## config.mk

```make
export PLATFORM = sky130hd
export DESIGN_NAME = fetch_realign_fifo
export DESIGN_NICKNAME = d
export VERILOG_FILES = /design/src/rtl/fetch_realign_pkg.sv /design/src/rtl/fetch_realign_store.sv /design/src/rtl/fetch_realign_align.sv /design/src/rtl/fetch_realign_fifo.sv
export SDC_FILE = /design/constraint.sdc
export NUM_CORES = 1
export LEC_CHECK = 0
export ABC_AREA = 1
export CORE_UTILIZATION = 51
export CTS_CLUSTER_SIZE = 25
export DETAILED_ROUTE_END_ITERATION = 7
export GPL_ROUTABILITY_DRIVEN = 0
export PLACE_DENSITY_LB_ADDON = 0.15
export SETUP_SLACK_MARGIN = 0.5
export SLEW_MARGIN = 25
export SYNTH_ARGS = -nofsm -noshare
export SYNTH_HDL_FRONTEND = slang
export SYNTH_SLANG_ARGS = --single-unit
export TNS_END_PERCENT = 20
```

## constraint.sdc

```tcl
create_clock -name clk_i -period 6.72 [get_ports clk_i]
set_clock_uncertainty 0.15 [all_clocks]
set_input_delay 0.672 -clock clk_i [delete_from_list [all_inputs] [get_ports clk_i]]
set_output_delay 0.672 -clock clk_i [all_outputs]
set_load 0.02 [all_outputs]
```

## src/rtl/fetch_realign_pkg.sv

```systemverilog
package fetch_realign_pkg;

   localparam int unsigned WORD_W = 32;
   localparam int unsigned HALF_W = 16;

   typedef struct packed {
      logic [WORD_W-1:0] data;
      logic              err;
   } fetch_word_t;

   // A half-word opens a compressed instruction unless its two low bits are set
   function automatic logic is_short(input logic [HALF_W-1:0] h);
      return h[1:0] != 2'b11;
   endfunction

endpackage

```

## src/rtl/fetch_realign_store.sv

```systemverilog
module fetch_realign_store
   import fetch_realign_pkg::*;
#(
   parameter int unsigned DEPTH = 3,
   parameter int unsigned AW    = 32,
   localparam int unsigned PW   = (DEPTH > 1) ? $clog2(DEPTH) : 1,
   localparam int unsigned CW   = $clog2(DEPTH + 1)
) (
   input  logic              clk_i,
   input  logic              rst_ni,
   input  logic              clear_i,
   input  logic              push_i,
   input  fetch_word_t       push_word_i,
   input  logic [AW-1:2]     push_addr_i,
   input  logic              pop_i,
   output fetch_word_t       head_word_o,
   output logic [AW-1:2]     head_addr_o,
   output fetch_word_t       next_word_o,
   output logic [CW-1:0]     count_o
);

   fetch_word_t         word_q [DEPTH];
   logic [AW-1:2]       addr_q [DEPTH];
   logic [PW-1:0]       rd_q, wr_q, rd_nxt, wr_nxt;
   logic [CW-1:0]       cnt_q;

   generate
      if ((2 ** PW) == DEPTH) begin : g_pow2_wrap
         assign rd_nxt = rd_q + 1'b1;
         assign wr_nxt = wr_q + 1'b1;
      end else begin : g_cmp_wrap
         assign rd_nxt = (rd_q == PW'(DEPTH - 1)) ? '0 : rd_q + 1'b1;
         assign wr_nxt = (wr_q == PW'(DEPTH - 1)) ? '0 : wr_q + 1'b1;
      end
   endgenerate

   always_ff @(posedge clk_i) begin
      if (push_i) begin
         word_q[wr_q] <= push_word_i;
         addr_q[wr_q] <= push_addr_i;
      end
   end

   always_ff @(posedge clk_i or negedge rst_ni) begin
      if (!rst_ni) begin
         rd_q  <= '0;
         wr_q  <= '0;
         cnt_q <= '0;
      end else if (clear_i) begin
         rd_q  <= '0;
         wr_q  <= '0;
         cnt_q <= '0;
      end else begin
         if (push_i) wr_q <= wr_nxt;
         if (pop_i)  rd_q <= rd_nxt;
         cnt_q <= cnt_q + CW'(push_i) - CW'(pop_i);
      end
   end

   assign head_word_o = word_q[rd_q];
   assign head_addr_o = addr_q[rd_q];
   assign next_word_o = word_q[rd_nxt];
   assign count_o     = cnt_q;

   // a write with no release never lands on a full queue
   a_r1_no_overflow: assert property (@(posedge clk_i) disable iff (!rst_ni)
      (push_i && !pop_i && !clear_i) |-> (count_o != CW'(DEPTH)));

   // releasing from an empty queue only happens for a word fed through
   a_r3_no_underflow: assert property (@(posedge clk_i) disable iff (!rst_ni)
      (pop_i && !clear_i) |-> (count_o != '0 || push_i));

endmodule

```

## src/rtl/fetch_realign_align.sv

```systemverilog
module fetch_realign_align
   import fetch_realign_pkg::*;
#(
   parameter int unsigned AW = 32,
   parameter int unsigned CW = 2
) (
   input  logic              half_i,
   input  logic              clear_i,
   input  logic [CW-1:0]     count_i,
   input  fetch_word_t       head_word_i,
   input  logic [AW-1:2]     head_addr_i,
   input  fetch_word_t       next_word_i,
   input  logic              in_valid_i,
   input  fetch_word_t       in_word_i,
   input  logic [AW-1:2]     in_addr_i,
   input  logic              ready_i,
   output logic              valid_o,
   output logic [WORD_W-1:0] instr_o,
   output logic [AW-1:0]     addr_o,
   output logic              err_o,
   output logic              short_o,
   output logic              pop_o,
   output logic              half_next_o
);

   logic              have0, have1, v0, v1, need2, fire;
   fetch_word_t       w0, w1;
   logic [AW-1:2]     a0;
   logic [HALF_W-1:0] lo, hi;

   always_comb begin
      have0 = count_i != '0;
      have1 = count_i > CW'(1);
      // First two words of the stream, with the input word standing in
      // for whichever slot storage cannot fill yet
      w0 = have0 ? head_word_i : in_word_i;
      a0 = have0 ? head_addr_i : in_addr_i;
      v0 = have0 | in_valid_i;
      w1 = have1 ? next_word_i : in_word_i;
      v1 = have1 | (have0 & in_valid_i);

      lo    = half_i ? w0.data[WORD_W-1:HALF_W] : w0.data[HALF_W-1:0];
      hi    = half_i ? w1.data[HALF_W-1:0]      : w0.data[WORD_W-1:HALF_W];
      short_o = is_short(lo);
      need2 = half_i & ~short_o;

      valid_o = ~clear_i & v0 & (~need2 | v1);
      err_o   = w0.err | (need2 & w1.err);
      instr_o = short_o ? {{HALF_W{1'b0}}, lo} : {hi, lo};
      addr_o  = {a0, half_i, 1'b0};

      // A word leaves once its last half has been consumed
      fire        = valid_o & ready_i;
      pop_o       = fire & (half_i | ~short_o);
      half_next_o = fire ? (half_i ^ short_o) : half_i;
   end

endmodule

```

## src/rtl/fetch_realign_fifo.sv

```systemverilog
module fetch_realign_fifo
   import fetch_realign_pkg::*;
#(
   parameter int unsigned DEPTH = 3,
   parameter int unsigned AW    = 32
) (
   input  logic          clk_i,
   input  logic          rst_ni,
   input  logic          clear_i,
   input  logic [AW-1:0] start_addr_i,
   input  logic          in_valid_i,
   input  logic [31:0]   in_data_i,
   input  logic          in_err_i,
   output logic          in_ready_o,
   output logic          out_valid_o,
   input  logic          out_ready_i,
   output logic [31:0]   out_instr_o,
   output logic [AW-1:0] out_addr_o,
   output logic          out_err_o,
   output logic          out_compressed_o
);

   localparam int unsigned CW = $clog2(DEPTH + 1);

   generate
      if (DEPTH < 2) begin : g_bad_depth
         $error("fetch_realign_fifo: DEPTH must be at least 2");
      end
      if (AW < 3) begin : g_bad_aw
         $error("fetch_realign_fifo: AW must be at least 3");
      end
   endgenerate

   fetch_word_t      in_word, head_word, next_word;
   logic [AW-1:2]    wa_q, head_addr;
   logic [CW-1:0]    count;
   logic             half_q, half_next, pop, push;

   assign in_word    = '{data: in_data_i, err: in_err_i};
   assign in_ready_o = ~clear_i & ((count != CW'(DEPTH)) | pop);
   assign push       = in_valid_i & in_ready_o;

   always_ff @(posedge clk_i or negedge rst_ni) begin
      if (!rst_ni) begin
         wa_q   <= '0;
         half_q <= 1'b0;
      end else if (clear_i) begin
         wa_q   <= start_addr_i[AW-1:2];
         half_q <= start_addr_i[1];
      end else begin
         if (push) wa_q <= wa_q + 1'b1;
         half_q <= half_next;
      end
   end

   fetch_realign_store #(.DEPTH(DEPTH), .AW(AW)) u_store (
      .clk_i       (clk_i),
      .rst_ni      (rst_ni),
      .clear_i     (clear_i),
      .push_i      (push),
      .push_word_i (in_word),
      .push_addr_i (wa_q),
      .pop_i       (pop),
      .head_word_o (head_word),
      .head_addr_o (head_addr),
      .next_word_o (next_word),
      .count_o     (count)
   );

   fetch_realign_align #(.AW(AW), .CW(CW)) u_align (
      .half_i      (half_q),
      .clear_i     (clear_i),
      .count_i     (count),
      .head_word_i (head_word),
      .head_addr_i (head_addr),
      .next_word_i (next_word),
      .in_valid_i  (in_valid_i),
      .in_word_i   (in_word),
      .in_addr_i   (wa_q),
      .ready_i     (out_ready_i),
      .valid_o     (out_valid_o),
      .instr_o     (out_instr_o),
      .addr_o      (out_addr_o),
      .err_o       (out_err_o),
      .short_o     (out_compressed_o),
      .pop_o       (pop),
      .half_next_o (half_next)
   );

   // full queue with nothing leaving refuses the input word
   a_r1_full_refuse: assert property (@(posedge clk_i) disable iff (!rst_ni)
      (count == CW'(DEPTH) && !pop) |-> !in_ready_o);

   // an aligned word arriving at an empty queue is presented at once
   a_r3_feedthrough: assert property (@(posedge clk_i) disable iff (!rst_ni)
      (in_valid_i && count == '0 && !clear_i && !half_q) |-> out_valid_o);

   // consecutive instructions are contiguous in the address space
   a_r5_addr_step: assert property (@(posedge clk_i) disable iff (!rst_ni)
      (out_valid_o && out_ready_i) |=> (clear_i || !out_valid_o ||
         out_addr_o == $past(out_addr_o) + ($past(out_compressed_o) ? AW'(2) : AW'(4))));

   // after a clear only a freshly arriving word can make the output valid
   a_r8_clear_flush: assert property (@(posedge clk_i) disable iff (!rst_ni)
      clear_i |=> (!out_valid_o || in_valid_i));

   // a refused instruction is held unchanged
   a_r9_stall_hold: assert property (@(posedge clk_i) disable iff (!rst_ni)
      (out_valid_o && !out_ready_i && !clear_i) |=> (clear_i ||
         (out_valid_o && $stable(out_instr_o) && $stable(out_addr_o) && $stable(out_err_o))));

endmodule

```

==> flow_results.xml <==
<?xml version="1.0" encoding="UTF-8"?>
<metrics>
  <group name="sta">
    <metric name="layout_setup_ws" unit="ps">1610</metric>
    <metric name="hold_vio_cnt_final" unit="">0</metric>
    <metric name="setup_total_negative_slack" unit="ps">0</metric>
    <metric name="rsz0062_at_grt" unit="">no</metric>
    <metric name="timing_max_transition_violations_final" unit="">0</metric>
    <metric name="max_freq" unit="MHz">196</metric>
    <metric name="worst_slew_margin_rel" unit="">0.382</metric>
    <metric name="crit_path_time_final" unit="ps">5110</metric>
    <metric name="min_period_over_period" unit="">0.761</metric>
    <metric name="worstMarginPinSlew" unit="ps">928</metric>
    <metric name="setup_viol" unit="">0</metric>
  </group>
  <group name="worst_setup_path">
    <metric name="path_cells" unit="">nor2_4 -&gt; buf_4 -&gt; clkinv_1 -&gt; o21ai_0 -&gt; o221ai_1 -&gt; o21ai_0 -&gt; clkdlybuf4s50_1</metric>
    <metric name="critPathArrivalTime" unit="ps">4290</metric>
    <metric name="regToRegSetupSlack" unit="ps">2070</metric>
    <metric name="timing.critical_path.buf_inv" unit="">3</metric>
    <metric name="timing.critical_path.slowest_cell_delay" unit="ps">870</metric>
    <metric name="critPathLaunchType" unit="">flip-flop</metric>
    <metric name="r2r_start" unit="">u_store.count_o[0]$_DFF_PN0_</metric>
    <metric name="worst_path_most_repeated_cell" unit="">sky130_fd_sc_hd__o21ai_0</metric>
    <metric name="crit_path_max_fanout" unit="">51</metric>
    <metric name="crit_start" unit="">u_store.rd_q[1]$_DFFE_PN0P_</metric>
    <metric name="critical-path-slowest-cell" unit="">sky130_fd_sc_hd__clkinv_1</metric>
    <metric name="critPathRequiredTime" unit="ps">5900</metric>
    <metric name="critPathCaptureType" unit="">output port</metric>
    <metric name="crit_family" unit="">buffers and inverters</metric>
    <metric name="critical_path_class" unit="">reg -&gt; out</metric>
  </group>
  <group name="die">
    <metric name="io-pin-count" unit="">138</metric>
    <metric name="die_area" unit="µm²">22100</metric>
    <metric name="site_rows" unit="">53</metric>
    <metric name="die_width" unit="µm">149</metric>
    <metric name="die_height" unit="µm">149</metric>
    <metric name="initial_core_utilization" unit="">0.520</metric>
    <metric name="floorplan.core_area" unit="µm²">21100</metric>
  </group>
  <group name="pwr">
    <metric name="sw_share" unit="">0.324</metric>
    <metric name="power_frac_seq" unit="">0.393</metric>
    <metric name="fin_total_pwr" unit="mW">4.35</metric>
    <metric name="power.density" unit="nW/µm²">328</metric>
    <metric name="pwr-share-clk" unit="">0.313</metric>
    <metric name="irDropWorstVdd" unit="mV">0.207</metric>
    <metric name="switching_power" unit="mW">1.41</metric>
    <metric name="internal-power" unit="mW">2.94</metric>
    <metric name="leakage_power" unit="nW">5.05</metric>
    <metric name="gate_power_share" unit="">0.294</metric>
  </group>
  <group name="clock_tree">
    <metric name="ctsRootBufferMaster" unit="">sky130_fd_sc_hd__clkbuf_16</metric>
    <metric name="cts_hold_buf" unit="">0</metric>
    <metric name="insertion_delay" unit="ps">510</metric>
    <metric name="clkSinkCount" unit="">226</metric>
    <metric name="clock_tree.buffer_depth" unit="">3</metric>
    <metric name="post_cts_buffers" unit="">0</metric>
    <metric name="clock_tree.htree_level_count" unit="">1</metric>
    <metric name="clk_pin_slew" unit="ps">60</metric>
    <metric name="cts_made_buffers" unit="">24</metric>
    <metric name="cts_tree" unit="">done</metric>
    <metric name="cts_resized" unit="">0</metric>
  </group>
  <group name="cells_and_area">
    <metric name="final_layout_size_suffix_gt1_frac" unit="">0.0641</metric>
    <metric name="final_layout_fill_cell_count" unit="">1724</metric>
    <metric name="multi_input_area" unit="µm²">3810</metric>
    <metric name="seq_cell_area" unit="µm²">6600</metric>
    <metric name="nNetsFinal" unit="">1337</metric>
    <metric name="antennaDiodeCount" unit="">0</metric>
    <metric name="area_growth" unit="%">20.9</metric>
  </group>
  <group name="placed_design">
    <metric name="half_perimeter_wire_length_after_detailed_placement" unit="mm">17.7</metric>
    <metric name="io_buffer_count" unit="">135</metric>
    <metric name="placement.setup.worst_slack" unit="ps">1780</metric>
  </group>
  <group name="synth">
    <metric name="yosys.area_share.simple" unit="">0.207</metric>
    <metric name="xor_xnor_share_of_the_synthesized_area" unit="">0.00638</metric>
    <metric name="synthDominantAreaCellType" unit="">sky130_fd_sc_hd__edfxtp_1</metric>
    <metric name="post-synth-top-area-fraction" unit="">0.517</metric>
    <metric name="syn-cell-area" unit="µm²">11000</metric>
    <metric name="postSynthAreaPerCell" unit="µm²">9.51</metric>
    <metric name="combinational_family_with_the_most_area_after_synthesis" unit="">simple AND/OR/NAND/NOR gates</metric>
    <metric name="post_syn_nets" unit="">1229</metric>
    <metric name="sequential_cell_area_fraction_in_the_yosys_report" unit="">0.601</metric>
    <metric name="yosys-mux-area-fraction" unit="">0</metric>
    <metric name="synth-compound-area-share" unit="">0.127</metric>
    <metric name="synth_cells" unit="">1154</metric>
    <metric name="synth.lib_cells_used.distinct" unit="">40</metric>
    <metric name="yosysWarningCount" unit="">0</metric>
    <metric name="synth-adder-area-share" unit="">0.00570</metric>
    <metric name="synthTopCellsByArea" unit="">sky130_fd_sc_hd__edfxtp_1 (52%), sky130_fd_sc_hd__nand2_1 (13%), sky130_fd_sc_hd__dfrtp_1 (8.4%), sky130_fd_sc_hd__o21ai_0 (3.7%), sky130_fd_sc_hd__nand3_1 (3.5%)</metric>
    <metric name="ys_seq_elements" unit="">226</metric>
  </group>
  <group name="routing">
    <metric name="vias" unit="">8706</metric>
    <metric name="detail-route-antenna-nets" unit="">0</metric>
    <metric name="detail_route.wl_per_cell" unit="µm">18.4</metric>
    <metric name="highest_layer" unit="">met4</metric>
    <metric name="wl_met3" unit="mm">1.96</metric>
    <metric name="drt_iter0_markers" unit="">745</metric>
    <metric name="wl_met2" unit="mm">14.1</metric>
    <metric name="m1WireLength" unit="mm">12.1</metric>
    <metric name="drt-vias-per-instance" unit="">5.60</metric>
    <metric name="drt_pre_antenna_iters" unit="">4</metric>
    <metric name="wl" unit="mm">28.6</metric>
    <metric name="detail_route.drc_violations" unit="">0</metric>
  </group>
  <group name="global_route">
    <metric name="grt_first_pass_wirelength" unit="mm">44.5</metric>
    <metric name="grt_antenna_before_repair" unit="">0</metric>
    <metric name="grt_max_degree" unit="">60</metric>
    <metric name="first_global_vias" unit="">8286</metric>
    <metric name="grt_usage" unit="">0.262</metric>
    <metric name="overflow" unit="">0</metric>
  </group>
  <group name="hold_path">
    <metric name="worst_hold_path_type" unit="">in -&gt; async</metric>
  </group>
  <group name="flow_run">
    <metric name="maxCapViolations" unit="">0</metric>
  </group>
  <group name="outcome">
    <metric name="run_status" unit="">complete, no violations</metric>
  </group>
</metrics>
-- layer usage --
layer | vias up | global-route usage
met3 | 35 | 0.0340
met5 | - | 0
met2 | 312 | 0.451
met4 | 0 | 0.0711
met1 | 4137 | 0.350
li1 | 4222 | -
-- sequential cells by signal, indices dropped and copies added (netlist names) --
signal,count
u_store.rd_q,2
u_store.wr_q,2
u_store.count_o,2
half_q,1
u_store.word_q,99
u_store.addr_q,90
wa_q,30
-- final cells by class --
type	instances	area share
inverter	64	0.0182
clock buffer	29	0.0483
timing repair buffer	148	0.110
multi-input combinational	798	0.287
tap	275	0.0259
sequential	226	0.498
clock inverter	15	0.0134
-- Yosys cell counts, drive strengths merged --
cell type  instances
nand2            391
edfxtp           189
o21ai             88
nor2              80
nand3             77
inv               62
a21oi             58
buf               46
dfrtp             37
a32oi             21
clkbuf            20
o22ai             19
a22oi             17
o221ai             9
a31oi              8
o211ai             8
xor2               7
ha                 5
nand4              4
clkinv             2
a211oi             1
a221oi             1
and2               1
conb               1
o31ai              1
xnor2              1
-- logic make-up after synthesis --
group           count (synthesis)
xor+xnor                        8
compound gates                231
other cells                     1
fa+ha+maj                       5
flops                         226
simple gates                  553
buf+inv                       130
-- worst reg2reg max path: cells and delay by family, from the launching register on --
kind                     cells  cell delay [ps]
flip-flops                   1              430
AND/OR/NAND/NOR              7             1480
adder cells (fa/ha/maj)      1              210
buffers and inverters        5             1630
AO/OA/AOI/OAI                2              390
-- power by group through the flow --
stage               logic [mW]  clock network, mW  registers, mW
floorplan                0.774                  0           1.71
global placement          1.27                  0           1.73
detailed placement        1.28                  0           1.73
CTS                       1.29               1.38           1.71
global route              1.39               1.44           1.72
finish                    1.28               1.36           1.71
-- metrics by stage --
| step | util | cells | hold WS (ps) | area, µm² |
|---|---|---|---|---|
| after floorplan | - | 1154 | 226 | 11000 |
| after global placement | 0.590 | 1511 | 366 | 12500 |
| after detailed placement | 0.590 | 1511 | 369 | 12500 |
| after CTS | 0.629 | 1555 | 169 | 13300 |
| after global routing | 0.629 | 1555 | 194 | 13300 |
| final | 0.629 | 1555 | 138 | 13300 |
-- worst paths after layout --
| path | to | cells past startpoint |
|---|---|---|
| worst max-delay path | out_instr_o[2] | 7 |
| worst min-delay path | wa_q[14]$_DFFE_PN0P_ | 1 |
| worst max register to register | u_store.addr_q[1][15]$_DFFE_PP_ | 15 |
| worst min register to register | u_store.wr_q[0]$_DFFE_PN0P_ | 2 |
| max in group asynchronous | u_store.rd_q[1]$_DFFE_PN0P_ | 1 |
| min in group clk_i | u_store.wr_q[0]$_DFFE_PN0P_ | 2 |
-- layout by cell type, fill, tap and decap left out, drive strengths merged, types with 14 or more instances in the layout --
| cell | instances |
|---|---|
| clkdlybuf4s50 | 134 |
| nand2 | 391 |
| buf | 14 |
| a21oi | 58 |
| a32oi | 21 |
| o22ai | 19 |
| edfxtp | 189 |
| o21ai | 88 |
| dfrtp | 37 |
| nand3 | 77 |
| nor2 | 80 |
| inv | 62 |
| clkbuf | 29 |
| a22oi | 17 |
Power figures use the tool's default switching activity.
